[config.mk]
export PLATFORM = sky130hd
export DESIGN_NAME = sem_token_bank
export DESIGN_NICKNAME = d
export VERILOG_FILES = /design/src/rtl/sem_pkg.sv /design/src/rtl/sem_port_decode.sv /design/src/rtl/sem_cell.sv /design/src/rtl/sem_read_reg.sv /design/src/rtl/sem_token_bank.sv
export SDC_FILE = /design/constraint.sdc
export NUM_CORES = 1
export LEC_CHECK = 0
export CORE_ASPECT_RATIO = 1.2
export CORE_MARGIN = 1.5
export CORE_UTILIZATION = 46
export CTS_CLUSTER_DIAMETER = 40
export DETAILED_ROUTE_END_ITERATION = 16
export GPL_TIMING_DRIVEN = 0
export PLACE_DENSITY = 0.85
export SLEW_MARGIN = 15
export SYNTH_ARGS = -nofsm -noshare
export SYNTH_HDL_FRONTEND = slang
export SYNTH_SLANG_ARGS = --single-unit
export TNS_END_PERCENT = 30
[constraint.sdc]
create_clock -name clk -period 4.22 [get_ports clk]
set_clock_uncertainty 0.2 [all_clocks]
set_input_delay 0.422 -clock clk [delete_from_list [all_inputs] [get_ports clk]]
set_output_delay 0.422 -clock clk [all_outputs]
set_load 0.02 [all_outputs]
[src/rtl/sem_pkg.sv]
package sem_pkg;
  // Holder of one token
  typedef enum logic [1:0] {
    HOLD_NONE  = 2'd0,
    HOLD_LEFT  = 2'd1,
    HOLD_RIGHT = 2'd2
  } sem_holder_e;
endpackage

[src/rtl/sem_port_decode.sv]
module sem_port_decode #(
  parameter int ADDR_W = 15,
  parameter int DATA_W = 9,
  parameter int IDX_W  = 3
) (
  input  logic              sem_sel,
  input  logic              mem_en,
  input  logic              wr,
  input  logic              oe,
  input  logic [ADDR_W-1:0] addr,
  input  logic [DATA_W-1:0] wdata,
  output logic              wr_hit,
  output logic              rd_hit,
  output logic [IDX_W-1:0]  idx,
  output logic              wbit
);
  logic access;
  logic dropped_zero;

  // memory enable has priority over semaphore select
  assign access = sem_sel & ~mem_en;
  assign wr_hit = access & wr;
  assign rd_hit = access & ~wr & oe;
  assign idx    = addr[IDX_W-1:0];

  // upper address and data bits carry no meaning; fold them to a constant 0
  assign dropped_zero = &{1'b0, addr[ADDR_W-1:IDX_W], wdata[DATA_W-1:1]};
  assign wbit = wdata[0] | dropped_zero;
endmodule

[src/rtl/sem_cell.sv]
module sem_cell
  import sem_pkg::*;
(
  input  logic clk,
  input  logic rst_n,
  input  logic wr_l,
  input  logic bit_l,
  input  logic wr_r,
  input  logic bit_r,
  output logic view_l,
  output logic view_r
);
  sem_holder_e holder, holder_nx;
  logic        want_l, want_r;
  logic        want_l_nx, want_r_nx;

  always_comb begin
    want_l_nx = wr_l ? ~bit_l : want_l;
    want_r_nx = wr_r ? ~bit_r : want_r;
    unique case (holder)
      HOLD_LEFT:
        holder_nx = want_l_nx ? HOLD_LEFT :
                    (want_r_nx ? HOLD_RIGHT : HOLD_NONE);
      HOLD_RIGHT:
        holder_nx = want_r_nx ? HOLD_RIGHT :
                    (want_l_nx ? HOLD_LEFT : HOLD_NONE);
      default:
        holder_nx = want_l_nx ? HOLD_LEFT :
                    (want_r_nx ? HOLD_RIGHT : HOLD_NONE);
    endcase
  end

  always_ff @(posedge clk or negedge rst_n) begin
    if (!rst_n) begin
      holder <= HOLD_NONE;
      want_l <= 1'b0;
      want_r <= 1'b0;
    end else begin
      holder <= holder_nx;
      want_l <= want_l_nx;
      want_r <= want_r_nx;
    end
  end

  assign view_l = (holder != HOLD_LEFT);
  assign view_r = (holder != HOLD_RIGHT);
endmodule

[src/rtl/sem_read_reg.sv]
module sem_read_reg #(
  parameter int NUM_SEM = 8,
  parameter int DATA_W  = 9,
  parameter int IDX_W   = 3
) (
  input  logic               clk,
  input  logic               rst_n,
  input  logic               rd_hit,
  input  logic [IDX_W-1:0]   idx,
  input  logic [NUM_SEM-1:0] views,
  output logic [DATA_W-1:0]  rdata
);
  always_ff @(posedge clk or negedge rst_n) begin
    if (!rst_n)      rdata <= '1;
    else if (rd_hit) rdata <= {DATA_W{views[idx]}};
  end
endmodule

[src/rtl/sem_token_bank.sv]
module sem_token_bank #(
  parameter int NUM_SEM = 8,
  parameter int ADDR_W  = 15,
  parameter int DATA_W  = 9
) (
  input  logic              clk,
  input  logic              rst_n,
  input  logic              l_sem_sel,
  input  logic              l_mem_en,
  input  logic              l_wr,
  input  logic              l_oe,
  input  logic [ADDR_W-1:0] l_addr,
  input  logic [DATA_W-1:0] l_wdata,
  output logic [DATA_W-1:0] l_rdata,
  input  logic              r_sem_sel,
  input  logic              r_mem_en,
  input  logic              r_wr,
  input  logic              r_oe,
  input  logic [ADDR_W-1:0] r_addr,
  input  logic [DATA_W-1:0] r_wdata,
  output logic [DATA_W-1:0] r_rdata
);
  localparam int IDX_W = (NUM_SEM > 1) ? $clog2(NUM_SEM) : 1;

  logic             l_wr_hit, l_rd_hit, l_bit;
  logic             r_wr_hit, r_rd_hit, r_bit;
  logic [IDX_W-1:0] l_idx, r_idx;
  logic [NUM_SEM-1:0] view_l, view_r;

  sem_port_decode #(.ADDR_W(ADDR_W), .DATA_W(DATA_W), .IDX_W(IDX_W)) u_dec_l (
    .sem_sel(l_sem_sel), .mem_en(l_mem_en), .wr(l_wr), .oe(l_oe),
    .addr(l_addr), .wdata(l_wdata),
    .wr_hit(l_wr_hit), .rd_hit(l_rd_hit), .idx(l_idx), .wbit(l_bit)
  );

  sem_port_decode #(.ADDR_W(ADDR_W), .DATA_W(DATA_W), .IDX_W(IDX_W)) u_dec_r (
    .sem_sel(r_sem_sel), .mem_en(r_mem_en), .wr(r_wr), .oe(r_oe),
    .addr(r_addr), .wdata(r_wdata),
    .wr_hit(r_wr_hit), .rd_hit(r_rd_hit), .idx(r_idx), .wbit(r_bit)
  );

  for (genvar g = 0; g < NUM_SEM; g++) begin : g_sem
    logic hit_l, hit_r;
    assign hit_l = l_wr_hit && (l_idx == IDX_W'(g));
    assign hit_r = r_wr_hit && (r_idx == IDX_W'(g));

    sem_cell u_cell (
      .clk(clk), .rst_n(rst_n),
      .wr_l(hit_l), .bit_l(l_bit),
      .wr_r(hit_r), .bit_r(r_bit),
      .view_l(view_l[g]), .view_r(view_r[g])
    );
  end

  sem_read_reg #(.NUM_SEM(NUM_SEM), .DATA_W(DATA_W), .IDX_W(IDX_W)) u_rd_l (
    .clk(clk), .rst_n(rst_n), .rd_hit(l_rd_hit), .idx(l_idx),
    .views(view_l), .rdata(l_rdata)
  );

  sem_read_reg #(.NUM_SEM(NUM_SEM), .DATA_W(DATA_W), .IDX_W(IDX_W)) u_rd_r (
    .clk(clk), .rst_n(rst_n), .rd_hit(r_rd_hit), .idx(r_idx),
    .views(view_r), .rdata(r_rdata)
  );
endmodule

**Yosys cells after proc, flatten, opt, wreduce, memory -nomap -nowiden**

Cells that the tools add are included.

- Register bits: 34
- Input port bits: 58
- Word-level logic and storage cells: 158

- $lt $le $gt $ge: 2
- Equal/unequal tests: 38
- Muxes and demuxes: 60
- Bitwise operators: 14
- Reduce and logical (&&, ||, !) cells: 18

Operator list:

| kind | number |
|---|---|
| 2-bit two-way mux | 32 |
| 1-bit two-way mux | 26 |
| 3-bit equality test (second input constant) | 8 |
| 2-bit equality test (second input constant) | 8 |
| 1-bit logical AND | 16 |
| 2-bit by 1-bit inequality test with 1-bit output (second input constant) | 8 |
| 2-bit inequality test (second input constant) | 8 |
| 3-bit by 2-bit equality test with 1-bit output (second input constant) | 4 |
| 1-bit AND | 8 |
| 3-bit by 4-bit < comparator with 1-bit output (second input constant) | 2 |
| 1-bit binary-select mux with 3-bit select | 2 |
| 3-bit by 1-bit equality test with 1-bit output (second input constant) | 2 |
| 3-bit logical NOT | 2 |
| 1-bit NOT | 6 |

**Depth between registers and ports, before layout**

- Word-level depth: 8
- Gate-level depth with buffers: 5

**Cells and area by module**

Synthesis repeated with hierarchy kept, for this count alone.

- Cells, all modules: 166
- Area total of the unflattened synthesis: 1964.4 um^2

By module, submodules not included:

| module | instances | cells each | area each (um^2) |
|---|---|---|---|
| sem_cell | 8 | 13 | 166.4 |
| sem_read_reg | 2 | 17 | 167.7 |
| sem_token_bank | 1 | 16 | 192.7 |
| sem_port_decode | 2 | 6 | 52.6 |

**Worst setup path before layout**

Ideal clock, no wire load.

- Kind: input to register
- Start: in r_addr[0]
- End: reg, netlist name u_rd_r.rdata[0]
- Arrival time: 1.390 ns
- Required time: 3.959 ns
- Path slack: 2.569 ns
- Stages: 4
- Path through: and4b_1 -> or4_4 -> o221ai_2 -> mux2_1

- Cells in the longest elaborated chain, start to end: 2

RTL lines:

| item | line | text |
|---|---|---|
| from (decl) | sem_token_bank.sv:19 | `input logic [ADDR_W-1:0] r_addr,` |
| 1-bit binary-select mux with 3-bit select | sem_read_reg.sv:15 | `else if (rd_hit) rdata <= {DATA_W{views[idx]}};` |
| 1-bit two-way mux (not written as such) | sem_read_reg.sv:15 |  |

Every way passes these cells. The select of a mux whose other input is x is not followed.
A chain may end at the register's enable or synchronous reset.

**Worst setup path after layout**

- Start: reg, netlist name u_rd_l.rdata[0]
- End: out l_rdata[1]

RTL lines:

| item | line | text |
|---|---|---|
| to (decl) | sem_token_bank.sv:14 | `output logic [DATA_W-1:0] l_rdata,` |

No word-level cell between the ends.

==> run metrics <==
PwrDens=474.2 nW/um2; Worst slew margin=50.45%; die area=4337 um2; f_max=443.5 MHz; arrival time worst endpoint=1630 ps; Worst path max stage delay=620 ps; Net Sw Power=0.3429 mW; most frequent cells in the layout=32 x dfrtp_1, 32 x clkdlybuf4s50_1, 16 x a21boi_1, 16 x buf_4, 14 x nand2b_1; Layout area overhead=25.69%; run status=finished, final reports clean; Post-Synthesis Cells=170; Seq cells post-synth=34; crit path max-delay cell type=dfstp_2; largest net degree at the start of global routing=35; postcts setup bufs=0; sequential share of the synthesized area=46.97%; syn_area_per_cell=10.69 um2; Skew-Pair Late Insertion Delay=280 ps; DIE HEIGHT=71.84 um; min cycle time layout=2255 ps; clk root buf=clkbuf_8; CP Max Fanout=10; port bufs=33; DR WL/cell=14.79 um; H-tree Lvls=2; DR vias/cell=5.305; worst hold margin=5.552 ps; count of cell types in the netlist=38; GPL Wtd Cong=0.8068; Synth top area share=44.08%; CTS max path bufs=2; Int Pwr=0.7399 mW; # IOs=76; CTS tree=built; Net Count, Synth=228; Max VDD drop=0.2345 mV; DRT iter0 DRCs=74; mapped cell area=1817 um2; crit end category=output port; Syn. warnings=0; Core Util, Final=61.82%; initial antenna violation count=0; switching portion of total power=31.67%; crit path cell chain=buf_4 > clkdlybuf4s50_1; Post-synth ARST share=100.0%; leakage power=0.9989 nW; Hold-fix buffers, CTS=0; CTS Sinks=34; Synth Flop Type=dfrtp_1; startpoint types=flop; number of synthesized flops with an enable pin=0; Pre-antenna DRT Iters=4; total gr overflow=0; Setup TNS=0 ps; Crit Path Class=reg2out; R2R setup slack=2540 ps; logic gate share of total power=37.8%; number of core rows=24; post-cts resize count=0; Tcrit/Tclk final=53.43%; Flop pwr share=42.1%; Reg clk slew, reported paths=60 ps; DP Wirelength=2828 um; first-pass GRT wire length=6686 um; final net count=268; synth top area cells=dfrtp_1 44%, a21boi_1 6.6%, buf_4 6.6%; Final Hold Viols=0; die width=60.37 um; diode count=0; number of global-route vias before repair=1392; Clk pwr share=20.1%; total core area=3694 um2; Hold Crit Class=in2async; CP Data Required Time=3600 ps; Detailed Route WL=3875 um; Initial Util=49.19%; DR vias=1390; Max Cap Viol=0; GRT Total Usage=20.89%; Final Setup Violations=0; Inserted Clock Buffers=5; Synth area leader=dfrtp_1; RSZ-0062 raised after global routing=no; Worst-Margin Slew=743.3 ps; Detail Route Antenna Nets=0; share of layout cells above drive strength 1=18.10%; Slew Viols, Final=0; DRC Markers=0
metal layers:
metal | vias up | GRT usage [%] | share of wire (%)
li1 | 684 | - | -
met1 | 679 | 26.71 | 42
met2 | 18 | 33.70 | 53
met3 | 9 | 4.513 | 2.5
met4 | 0 | 8.889 | 2.0
met5 | - | 0 | 0
synth_stat cells (2+ instances only):
cell       n
dfrtp_1   32
a21oi_1    7
buf_4     16
a21boi_1  16
and4bb_1   2
buf_2      6
inv_1      5
o21ai_0    3
o31ai_1    6
nor4bb_1   3
o31ai_2    3
nand3_1    2
nand2b_1  14
a31oi_1    6
mux2i_1    3
clkbuf_1   2
nand2_1    6
o41ai_2    2
nor2b_1   12
nor2_1     3
o21ai_1    3
dfstp_2    2
registers in the layout (all words and copies together) (netlist names):
register / count
g_sem.u_cell.holder: 16
g_sem.u_cell.want_l: 8
g_sem.u_cell.want_r: 8
u_rd_l.rdata: 1
u_rd_r.rdata: 1
layout make-up:
cell class	count	area, um2
multi-input cells	107	787.0
repair buffers	33	325.3
flip-flops and latches	34	853.3
plain buffers	24	157.7
inverters	5	18.77
fillers	308	1410
clock buffers	7	76.32
well taps	52	65.06
stage by stage:
stage | cell area, um2 | total power [mW] | std cells | setup WS (ps)
after global placement | 2212 | 0.8589 | 255 | 1868
final | 2283 | 1.083 | 262 | 1965
after CTS | 2283 | 1.094 | 262 | 1939
after global routing | 2283 | 1.147 | 262 | 1898
after detailed placement | 2207 | 0.8715 | 255 | 1893
after floorplan | 1817 | 0.7104 | 170 | 2569
worst paths after layout:
check	start	endpoint	cells past startpoint
max	u_rd_l.rdata[0]	l_rdata[1]	2
min reg2reg	g_sem[5].u_cell.want_r	g_sem[5].u_cell.want_r	2
max in group asynchronous	rst_n	g_sem[3].u_cell.want_l	1
max reg2reg	g_sem[3].u_cell.holder[0]	u_rd_r.rdata[0]	4
min in group clk	g_sem[5].u_cell.want_r	g_sem[5].u_cell.want_r	2
min	rst_n	g_sem[0].u_cell.want_r	1
worst max-delay path, delay by kind of cell (launching register included):
family | cells | cell delay [ps]
buffers and inverters | 2 | 730
flip-flops | 1 | 620
power groups by stage:
| stage | clock network, mW | registers [mW] | logic (mW) |
|---|---|---|---|
| 6_report | 0.218 | 0.455 | 0.409 |
| 5_1_grt | 0.240 | 0.466 | 0.441 |
| 4_1_cts | 0.225 | 0.455 | 0.414 |
| 3_5_place_dp | 0 | 0.459 | 0.412 |
| 3_3_place_gp | 0 | 0.456 | 0.402 |
| 2_1_floorplan | 0 | 0.453 | 0.257 |
cell families (layout without fill, tap and decap cells):
group	after synthesis	after routing	share of synthesized area, %
flip-flops	34	34	46.97
buffers and inverters	29	69	9.711
multiplexers	4	4	2.273
AO/OA/AOI/OAI	53	53	22.25
AND/OR/NAND/NOR	50	50	18.80
No activity file was read; power rests on OpenSTA's default activity.
